File: config.mk
export PLATFORM = sky130hd
export DESIGN_NAME = ptr_agu
export DESIGN_NICKNAME = d
export VERILOG_FILES = /design/src/rtl/ptr_agu_pkg.sv /design/src/rtl/agu_ctrl.sv /design/src/rtl/agu_datapath.sv /design/src/rtl/ptr_agu.sv
export SDC_FILE = /design/constraint.sdc
export NUM_CORES = 1
export LEC_CHECK = 0
export CORE_MARGIN = 2
export CORE_UTILIZATION = 39
export DETAILED_ROUTE_END_ITERATION = 12
export HOLD_SLACK_MARGIN = 0.08
export PLACE_DENSITY = 0.71
export SLEW_MARGIN = 10
export SYNTH_ARGS = -nofsm -noshare
export SYNTH_HDL_FRONTEND = slang
export SYNTH_SLANG_ARGS = --single-unit
File: constraint.sdc
create_clock -name clk -period 3.7 [get_ports clk]
set_input_delay 0.74 -clock clk [delete_from_list [all_inputs] [get_ports clk]]
set_output_delay 0.74 -clock clk [all_outputs]
set_load 0.03 [all_outputs]
File: src/rtl/ptr_agu_pkg.sv
package ptr_agu_pkg;

  typedef enum logic [2:0] {
    MODE_PLAIN   = 3'd0,
    MODE_PREDEC  = 3'd1,
    MODE_POSTINC = 3'd2,
    MODE_DISP    = 3'd3,
    MODE_PROG    = 3'd4,
    MODE_PROGINC = 3'd5
  } agu_mode_e;

  localparam int PTR_LOW_ONLY = 0;  // pointer without displacement support
  localparam int PTR_PROG     = 2;  // only pointer allowed for program reads

  typedef struct packed {
    logic dataAcc;
    logic progAcc;
    logic useDec;
    logic useInc;
    logic useDisp;
    logic writeBack;
    logic illegal;
  } agu_strobe_t;

endpackage

File: src/rtl/agu_ctrl.sv
module agu_ctrl
  import ptr_agu_pkg::*;
#(
  parameter int NUM_PTR = 3,
  parameter int SEL_W   = 2,
  parameter int MODE_W  = 3
) (
  input  logic              clk,
  input  logic              rstN,
  input  logic              reqValid,
  input  logic [MODE_W-1:0] reqMode,
  input  logic [SEL_W-1:0]  reqPtr,
  output agu_strobe_t       strobe
);

  logic ptrLegal;
  logic ptrHasDisp;
  logic ptrIsProg;

  assign ptrLegal   = (int'(reqPtr) < NUM_PTR);
  assign ptrHasDisp = ptrLegal && (int'(reqPtr) != PTR_LOW_ONLY);
  assign ptrIsProg  = (int'(reqPtr) == PTR_PROG);

  always_comb begin
    strobe = '0;
    if (reqValid) begin
      if (!ptrLegal) begin
        strobe.illegal = 1'b1;
      end else begin
        case (reqMode)
          MODE_PLAIN: strobe.dataAcc = 1'b1;
          MODE_PREDEC: begin
            strobe.dataAcc   = 1'b1;
            strobe.useDec    = 1'b1;
            strobe.writeBack = 1'b1;
          end
          MODE_POSTINC: begin
            strobe.dataAcc   = 1'b1;
            strobe.useInc    = 1'b1;
            strobe.writeBack = 1'b1;
          end
          MODE_DISP: begin
            if (ptrHasDisp) begin
              strobe.dataAcc = 1'b1;
              strobe.useDisp = 1'b1;
            end else begin
              strobe.illegal = 1'b1;
            end
          end
          MODE_PROG: begin
            if (ptrIsProg) strobe.progAcc = 1'b1;
            else           strobe.illegal = 1'b1;
          end
          MODE_PROGINC: begin
            if (ptrIsProg) begin
              strobe.progAcc   = 1'b1;
              strobe.useInc    = 1'b1;
              strobe.writeBack = 1'b1;
            end else begin
              strobe.illegal = 1'b1;
            end
          end
          default: strobe.illegal = 1'b1;
        endcase
      end
    end
  end

  AST_DISP_NEEDS_YZ: assert property (@(posedge clk) disable iff (!rstN)
    strobe.useDisp |-> (int'(reqPtr) != PTR_LOW_ONLY));
  AST_PROG_NEEDS_Z: assert property (@(posedge clk) disable iff (!rstN)
    strobe.progAcc |-> (int'(reqPtr) == PTR_PROG));
  AST_STEP_EXCLUSIVE: assert property (@(posedge clk) disable iff (!rstN)
    $onehot0({strobe.useDec, strobe.useInc, strobe.useDisp}));
  AST_ILLEGAL_NO_ACCESS: assert property (@(posedge clk) disable iff (!rstN)
    strobe.illegal |-> !(strobe.dataAcc || strobe.progAcc || strobe.writeBack));

endmodule

File: src/rtl/agu_datapath.sv
module agu_datapath
  import ptr_agu_pkg::*;
#(
  parameter int REG_W    = 8,
  parameter int DISP_W   = 6,
  parameter int IDX_W    = 5,
  parameter int BASE_REG = 26,
  parameter int NUM_PTR  = 3,
  parameter int SEL_W    = 2
) (
  input  logic                 clk,
  input  logic                 rstN,
  input  agu_strobe_t          strobe,
  input  logic [SEL_W-1:0]     ptrSel,
  input  logic [DISP_W-1:0]    disp,
  input  logic                 regWrEn,
  input  logic [IDX_W-1:0]     regWrIdx,
  input  logic [REG_W-1:0]     regWrData,
  output logic                 dataValid,
  output logic [2*REG_W-1:0]   effAddr,
  output logic                 progValid,
  output logic [2*REG_W-2:0]   progWordAddr,
  output logic                 progByteHigh,
  output logic                 ptrWbValid,
  output logic [IDX_W-1:0]     ptrWbRegLo,
  output logic [2*REG_W-1:0]   ptrWbValue,
  output logic                 reqIllegal
);

  localparam int ADDR_W = 2 * REG_W;

  logic [REG_W-1:0]  loByte [NUM_PTR];
  logic [REG_W-1:0]  hiByte [NUM_PTR];
  logic [ADDR_W-1:0] ptrVal;
  logic [ADDR_W-1:0] ptrDec;
  logic [ADDR_W-1:0] ptrInc;
  logic [ADDR_W-1:0] ptrDisp;
  logic [ADDR_W-1:0] effNext;
  logic [ADDR_W-1:0] wbNext;
  logic [IDX_W-1:0]  pairLoIdx;

  always_comb begin
    ptrVal = '0;
    for (int i = 0; i < NUM_PTR; i++) begin
      if (ptrSel == SEL_W'(i)) ptrVal = {hiByte[i], loByte[i]};
    end
  end

  assign ptrDec    = ptrVal - ADDR_W'(1);
  assign ptrInc    = ptrVal + ADDR_W'(1);
  assign ptrDisp   = ptrVal + ADDR_W'(disp);
  assign effNext   = strobe.useDec ? ptrDec : (strobe.useDisp ? ptrDisp : ptrVal);
  assign wbNext    = strobe.useDec ? ptrDec : ptrInc;
  assign pairLoIdx = IDX_W'(BASE_REG) + IDX_W'({ptrSel, 1'b0});

  // Pointer copy: register-file writes first, own update overrides the pair.
  always_ff @(posedge clk or negedge rstN) begin
    if (!rstN) begin
      for (int i = 0; i < NUM_PTR; i++) begin
        loByte[i] <= '0;
        hiByte[i] <= '0;
      end
    end else begin
      for (int i = 0; i < NUM_PTR; i++) begin
        if (regWrEn && (regWrIdx == IDX_W'(BASE_REG + 2 * i)))     loByte[i] <= regWrData;
        if (regWrEn && (regWrIdx == IDX_W'(BASE_REG + 2 * i + 1))) hiByte[i] <= regWrData;
        if (strobe.writeBack && (ptrSel == SEL_W'(i))) begin
          hiByte[i] <= wbNext[ADDR_W-1:REG_W];
          loByte[i] <= wbNext[REG_W-1:0];
        end
      end
    end
  end

  always_ff @(posedge clk or negedge rstN) begin
    if (!rstN) begin
      dataValid    <= 1'b0;
      effAddr      <= '0;
      progValid    <= 1'b0;
      progWordAddr <= '0;
      progByteHigh <= 1'b0;
      ptrWbValid   <= 1'b0;
      ptrWbRegLo   <= '0;
      ptrWbValue   <= '0;
      reqIllegal   <= 1'b0;
    end else begin
      dataValid    <= strobe.dataAcc;
      effAddr      <= (strobe.dataAcc || strobe.progAcc) ? effNext : '0;
      progValid    <= strobe.progAcc;
      progWordAddr <= strobe.progAcc ? ptrVal[ADDR_W-1:1] : '0;
      progByteHigh <= strobe.progAcc && ptrVal[0];
      ptrWbValid   <= strobe.writeBack;
      ptrWbRegLo   <= strobe.writeBack ? pairLoIdx : '0;
      ptrWbValue   <= strobe.writeBack ? wbNext : '0;
      reqIllegal   <= strobe.illegal;
    end
  end

  AST_ILLEGAL_QUIET: assert property (@(posedge clk) disable iff (!rstN)
    reqIllegal |-> !(dataValid || progValid || ptrWbValid));
  AST_PROG_SPLIT: assert property (@(posedge clk) disable iff (!rstN)
    progValid |-> ({progWordAddr, progByteHigh} == effAddr));
  AST_WB_STEP: assert property (@(posedge clk) disable iff (!rstN)
    ptrWbValid |-> ((ptrWbValue == effAddr) || (ptrWbValue == effAddr + ADDR_W'(1))));
  AST_WB_PAIR: assert property (@(posedge clk) disable iff (!rstN)
    ptrWbValid |-> (ptrWbRegLo >= IDX_W'(BASE_REG) && !ptrWbRegLo[0]));
  AST_ACCESS_EXCL: assert property (@(posedge clk) disable iff (!rstN)
    !(dataValid && progValid));

endmodule

File: src/rtl/ptr_agu.sv
module ptr_agu
  import ptr_agu_pkg::*;
#(
  parameter int REG_W    = 8,
  parameter int DISP_W   = 6,
  parameter int IDX_W    = 5,
  parameter int BASE_REG = 26,
  parameter int NUM_PTR  = 3,
  parameter int MODE_W   = 3,
  parameter int SEL_W    = 2
) (
  input  logic                 clk,
  input  logic                 rstN,
  input  logic                 reqValid,
  input  logic [MODE_W-1:0]    reqMode,
  input  logic [SEL_W-1:0]     reqPtr,
  input  logic [DISP_W-1:0]    reqDisp,
  input  logic                 regWrEn,
  input  logic [IDX_W-1:0]     regWrIdx,
  input  logic [REG_W-1:0]     regWrData,
  output logic                 dataValid,
  output logic [2*REG_W-1:0]   effAddr,
  output logic                 progValid,
  output logic [2*REG_W-2:0]   progWordAddr,
  output logic                 progByteHigh,
  output logic                 ptrWbValid,
  output logic [IDX_W-1:0]     ptrWbRegLo,
  output logic [2*REG_W-1:0]   ptrWbValue,
  output logic                 reqIllegal
);

  agu_strobe_t strobe;

  agu_ctrl #(
    .NUM_PTR (NUM_PTR),
    .SEL_W   (SEL_W),
    .MODE_W  (MODE_W)
  ) ctrl_i (
    .clk      (clk),
    .rstN     (rstN),
    .reqValid (reqValid),
    .reqMode  (reqMode),
    .reqPtr   (reqPtr),
    .strobe   (strobe)
  );

  agu_datapath #(
    .REG_W    (REG_W),
    .DISP_W   (DISP_W),
    .IDX_W    (IDX_W),
    .BASE_REG (BASE_REG),
    .NUM_PTR  (NUM_PTR),
    .SEL_W    (SEL_W)
  ) dp_i (
    .clk          (clk),
    .rstN         (rstN),
    .strobe       (strobe),
    .ptrSel       (reqPtr),
    .disp         (reqDisp),
    .regWrEn      (regWrEn),
    .regWrIdx     (regWrIdx),
    .regWrData    (regWrData),
    .dataValid    (dataValid),
    .effAddr      (effAddr),
    .progValid    (progValid),
    .progWordAddr (progWordAddr),
    .progByteHigh (progByteHigh),
    .ptrWbValid   (ptrWbValid),
    .ptrWbRegLo   (ptrWbRegLo),
    .ptrWbValue   (ptrWbValue),
    .reqIllegal   (reqIllegal)
  );

endmodule

==> results.md <==
- Commonest cells after routing, fill and taps aside: 103 x dfrtp_1, 81 x clkdlybuf4s50_1, 64 x nand2_1
- Routed Antenna Nets: 0
- Clock Skews: about 0.008 ns
- Grt ovf: 0
- Worst path required time: between 3 and 4 ns
- Die ar.: roughly 15000 um2
- Slowest stage delay, CP: between 0.5 and 0.6 ns
- Crit-path leading delay family: adder cells
- CP Class: in -> reg
- Vias in the first global route: 4942
- Cell count after synthesis: 574
- Fillers: roughly 1300
- RSZ-0062 raised after global routing: false
- Fin. Hold Viols: 0
- Post-synth EDFFs: 0
- Vias per cell: 5.27
- All-Layer GR Usage: 0.200
- Area grow syn2layout: 30.5%
- Register area: around 2600 um2
- Sequential fraction of the synthesis area: 0.455
- Peak supply drop: approximately 0.00025 V
- Dpl hpwl: 11100 um
- Post-synth cell types: between 50 and 60
- Pwr Density: roughly 450 nW/um2
- Worst setup EP type: flip-flop
- Max Root-Sink Buffers: 2
- Multi-input gate area: ~2900 um2
- Vertical die dimension: around 120 um
- Port Buf Inserts: 83
- Core Box Area: 14400 um2
- Startpoint types: input pin
- Wirelength, routed: ~15000 um
- Critical path fanouts, max: 5
- DRC violations left: 0
- Die W: ~120 um
- Share of cells above drive strength 1: 0.219
- TritonRoute pass-1 iters: 4
- Slowest-stage cell, CP: clkdlybuf4s50_1
- Buf+Inv Stages, Crit Path: 3
- I/O Pins: between 80 and 90
- FP Rows: 44
- Outcome: completed
- CTS tree: yes
- Max-slew headroom: 0.259
- Setup Fix Bufs, Post-CTS: 0
- CTS root buffer: clkbuf_16
- Worst slack at placement: -0.238 ns
- GP Congestion: 0.925
- Slew @ Worst Pin: ~1.1 ns
- DRT iter0 DRCs: between 200 and 300
- Post-Synthesis Cell Area: between 5000 and 6000 um2
- Final Cycle Share: 0.939
- Setup violators final: 0
- FF+latch count, synth: ~100
- First-pass GRT wire length: between 20000 and 25000 um
- Synth Flop Type: dfrtp_1
- Ys async rst share: 1.00
- Slack of the critical path: about 0.22 ns
- Clk slew on worst S/H paths: 0.06 ns
- Largest net degree at the start of global routing: between 80 and 90
- Final cell count without fillers: slightly below 900
- Clock sinks: 103
- Most common cell after layout, fill and taps aside: dfrtp_1
- Post-Syn Nets: roughly 620
- WL/cell: approximately 17 um
- Max-slew violations: 0
- Nets: 743
- H-tree depth: 3
- Worst Path Arrival: 3.75 ns
- DP Cell Count: a little under 900
- Hold-fix buffers, CTS: 0
- CP Cell Sequence: clkdlybuf4s50_1, inv_1, ha_1, nand3b_1, a21oi_4, ha_1, fa_1, a21o_1, a21oi_2, nor2b_1, o31ai_1, buf_4, nor4_2, or3_1, a21oi_1
- Worst-Skew Late Latency: approximately 0.35 ns
- Max-cap violations: 0
- Crit path time final: around 3.5 ns
- Antenna fix cells: 0
- Antenna violations before repair: 0
- Synth warnings: 0
- Most numerous cell on the critical path: ha_1
- Max Freq: 288 MHz
- Min-delay worst type: in -> async
- Overall via count from detail_route: 4700
- TritonCTS Buffers: 9
- Mean post-synth cell area: 9.86 um2
- Setup TNS: 0 ns
- Static Leak: 3.14 nW
- Initial Utilization: 0.394
## power by group
| group | leakage, nW | total (mW) | internal [mW] | switching, mW |
|---|---|---|---|---|
| Clock | 0.145 | 0.939 | 0.529 | 0.410 |
| Combinational | 1.63 | 0.973 | 0.462 | 0.511 |
| Sequential | 1.37 | 1.41 | 1.30 | 0.102 |
## cell type report
class	count	area share
Clock inverter	2	0.00169
Tap cell	184	0.0312
Timing Repair Buffer	144	0.178
Sequential cell	103	0.349
Clock buffer	14	0.0384
Inverter	12	0.00610
Multi-Input combinational cell	432	0.395
## final timing paths
| path | from | endpoint | slack (ns) | depth (start not counted) |
|---|---|---|---|---|
| setup / recovery | reqPtr[0] | dp_i.effAddr[14] | 0.22 | 15 |
| hold / removal | rstN | dp_i.loByte[17] | 0.58 | 1 |
| setup reg to reg | dp_i.loByte[8] | dp_i.effAddr[14] | 1.01 | 12 |
| hold reg to reg | dp_i.loByte[0] | dp_i.loByte[0] | 0.58 | 1 |
| max in group asynchronous | rstN | dp_i.hiByte[15] | 2.22 | 2 |
| min in group clk | dp_i.loByte[0] | dp_i.loByte[0] | 0.58 | 1 |
## routing by layer
layer,track usage,part of all wire,up-vias
met1,0.250,0.43,2295
met5,0,0,-
met3,0.0322,0.038,35
met4,0.0939,0.035,0
li1,-,-,2245
met2,0.340,0.50,125
## through the flow
stage	total power [mW]	cell area [um2]	hold slack [ns]	util
after floorplan	2.02	5660	0.444	-
after global placement	2.35	7050	0.545	0.490
after detailed placement	2.39	7050	0.564	0.490
after CTS	3.34	7340	0.573	0.511
after global routing	3.51	7390	0.609	0.514
final	3.32	7390	0.577	0.514
## cell usage after synthesis, types with 8 or more instances
cell / count / share of area
nand2_1: 64 / 0.042
inv_1: 8 / 0.0053
o21ai_1: 22 / 0.019
ha_1: 12 / 0.027
a21oi_2: 8 / 0.012
xnor2_1: 25 / 0.039
mux2i_1: 8 / 0.014
nand3_1: 11 / 0.0097
dfrtp_1: 103 / 0.46
clkbuf_1: 14 / 0.0093
nor2b_1: 27 / 0.030
nor2_1: 61 / 0.040
mux2_2: 39 / 0.078
a21oi_1: 32 / 0.028
nand3b_1: 18 / 0.024
o21ai_0: 24 / 0.021
## flip-flops by register name (all words and copies together), names as in the netlist
signal / cells
dp_i.loByte: 24
dp_i.ptrWbValid: 1
dp_i.progByteHigh: 1
dp_i.progValid: 1
dp_i.progWordAddr: 15
dp_i.effAddr: 16
dp_i.ptrWbRegLo: 3
dp_i.ptrWbValue: 16
dp_i.dataValid: 1
dp_i.reqIllegal: 1
dp_i.hiByte: 24
## timing repair
action                                 in CTS  in global routing
resized for setup                           0                 10
setup endpoints to repair                   0                  6
endpoints found under the hold margin       0                  0
## cell families after synthesis
kind of cell	Yosys count	synth area share
compound gates	122	0.137
flops	103	0.455
fa+ha+maj	13	0.0301
buf+inv	39	0.0356
xor+xnor	27	0.0431
simple gates	221	0.204
other cells	1	0.000662
mux	48	0.0937
No activity file was read; power rests on OpenSTA's default activity.
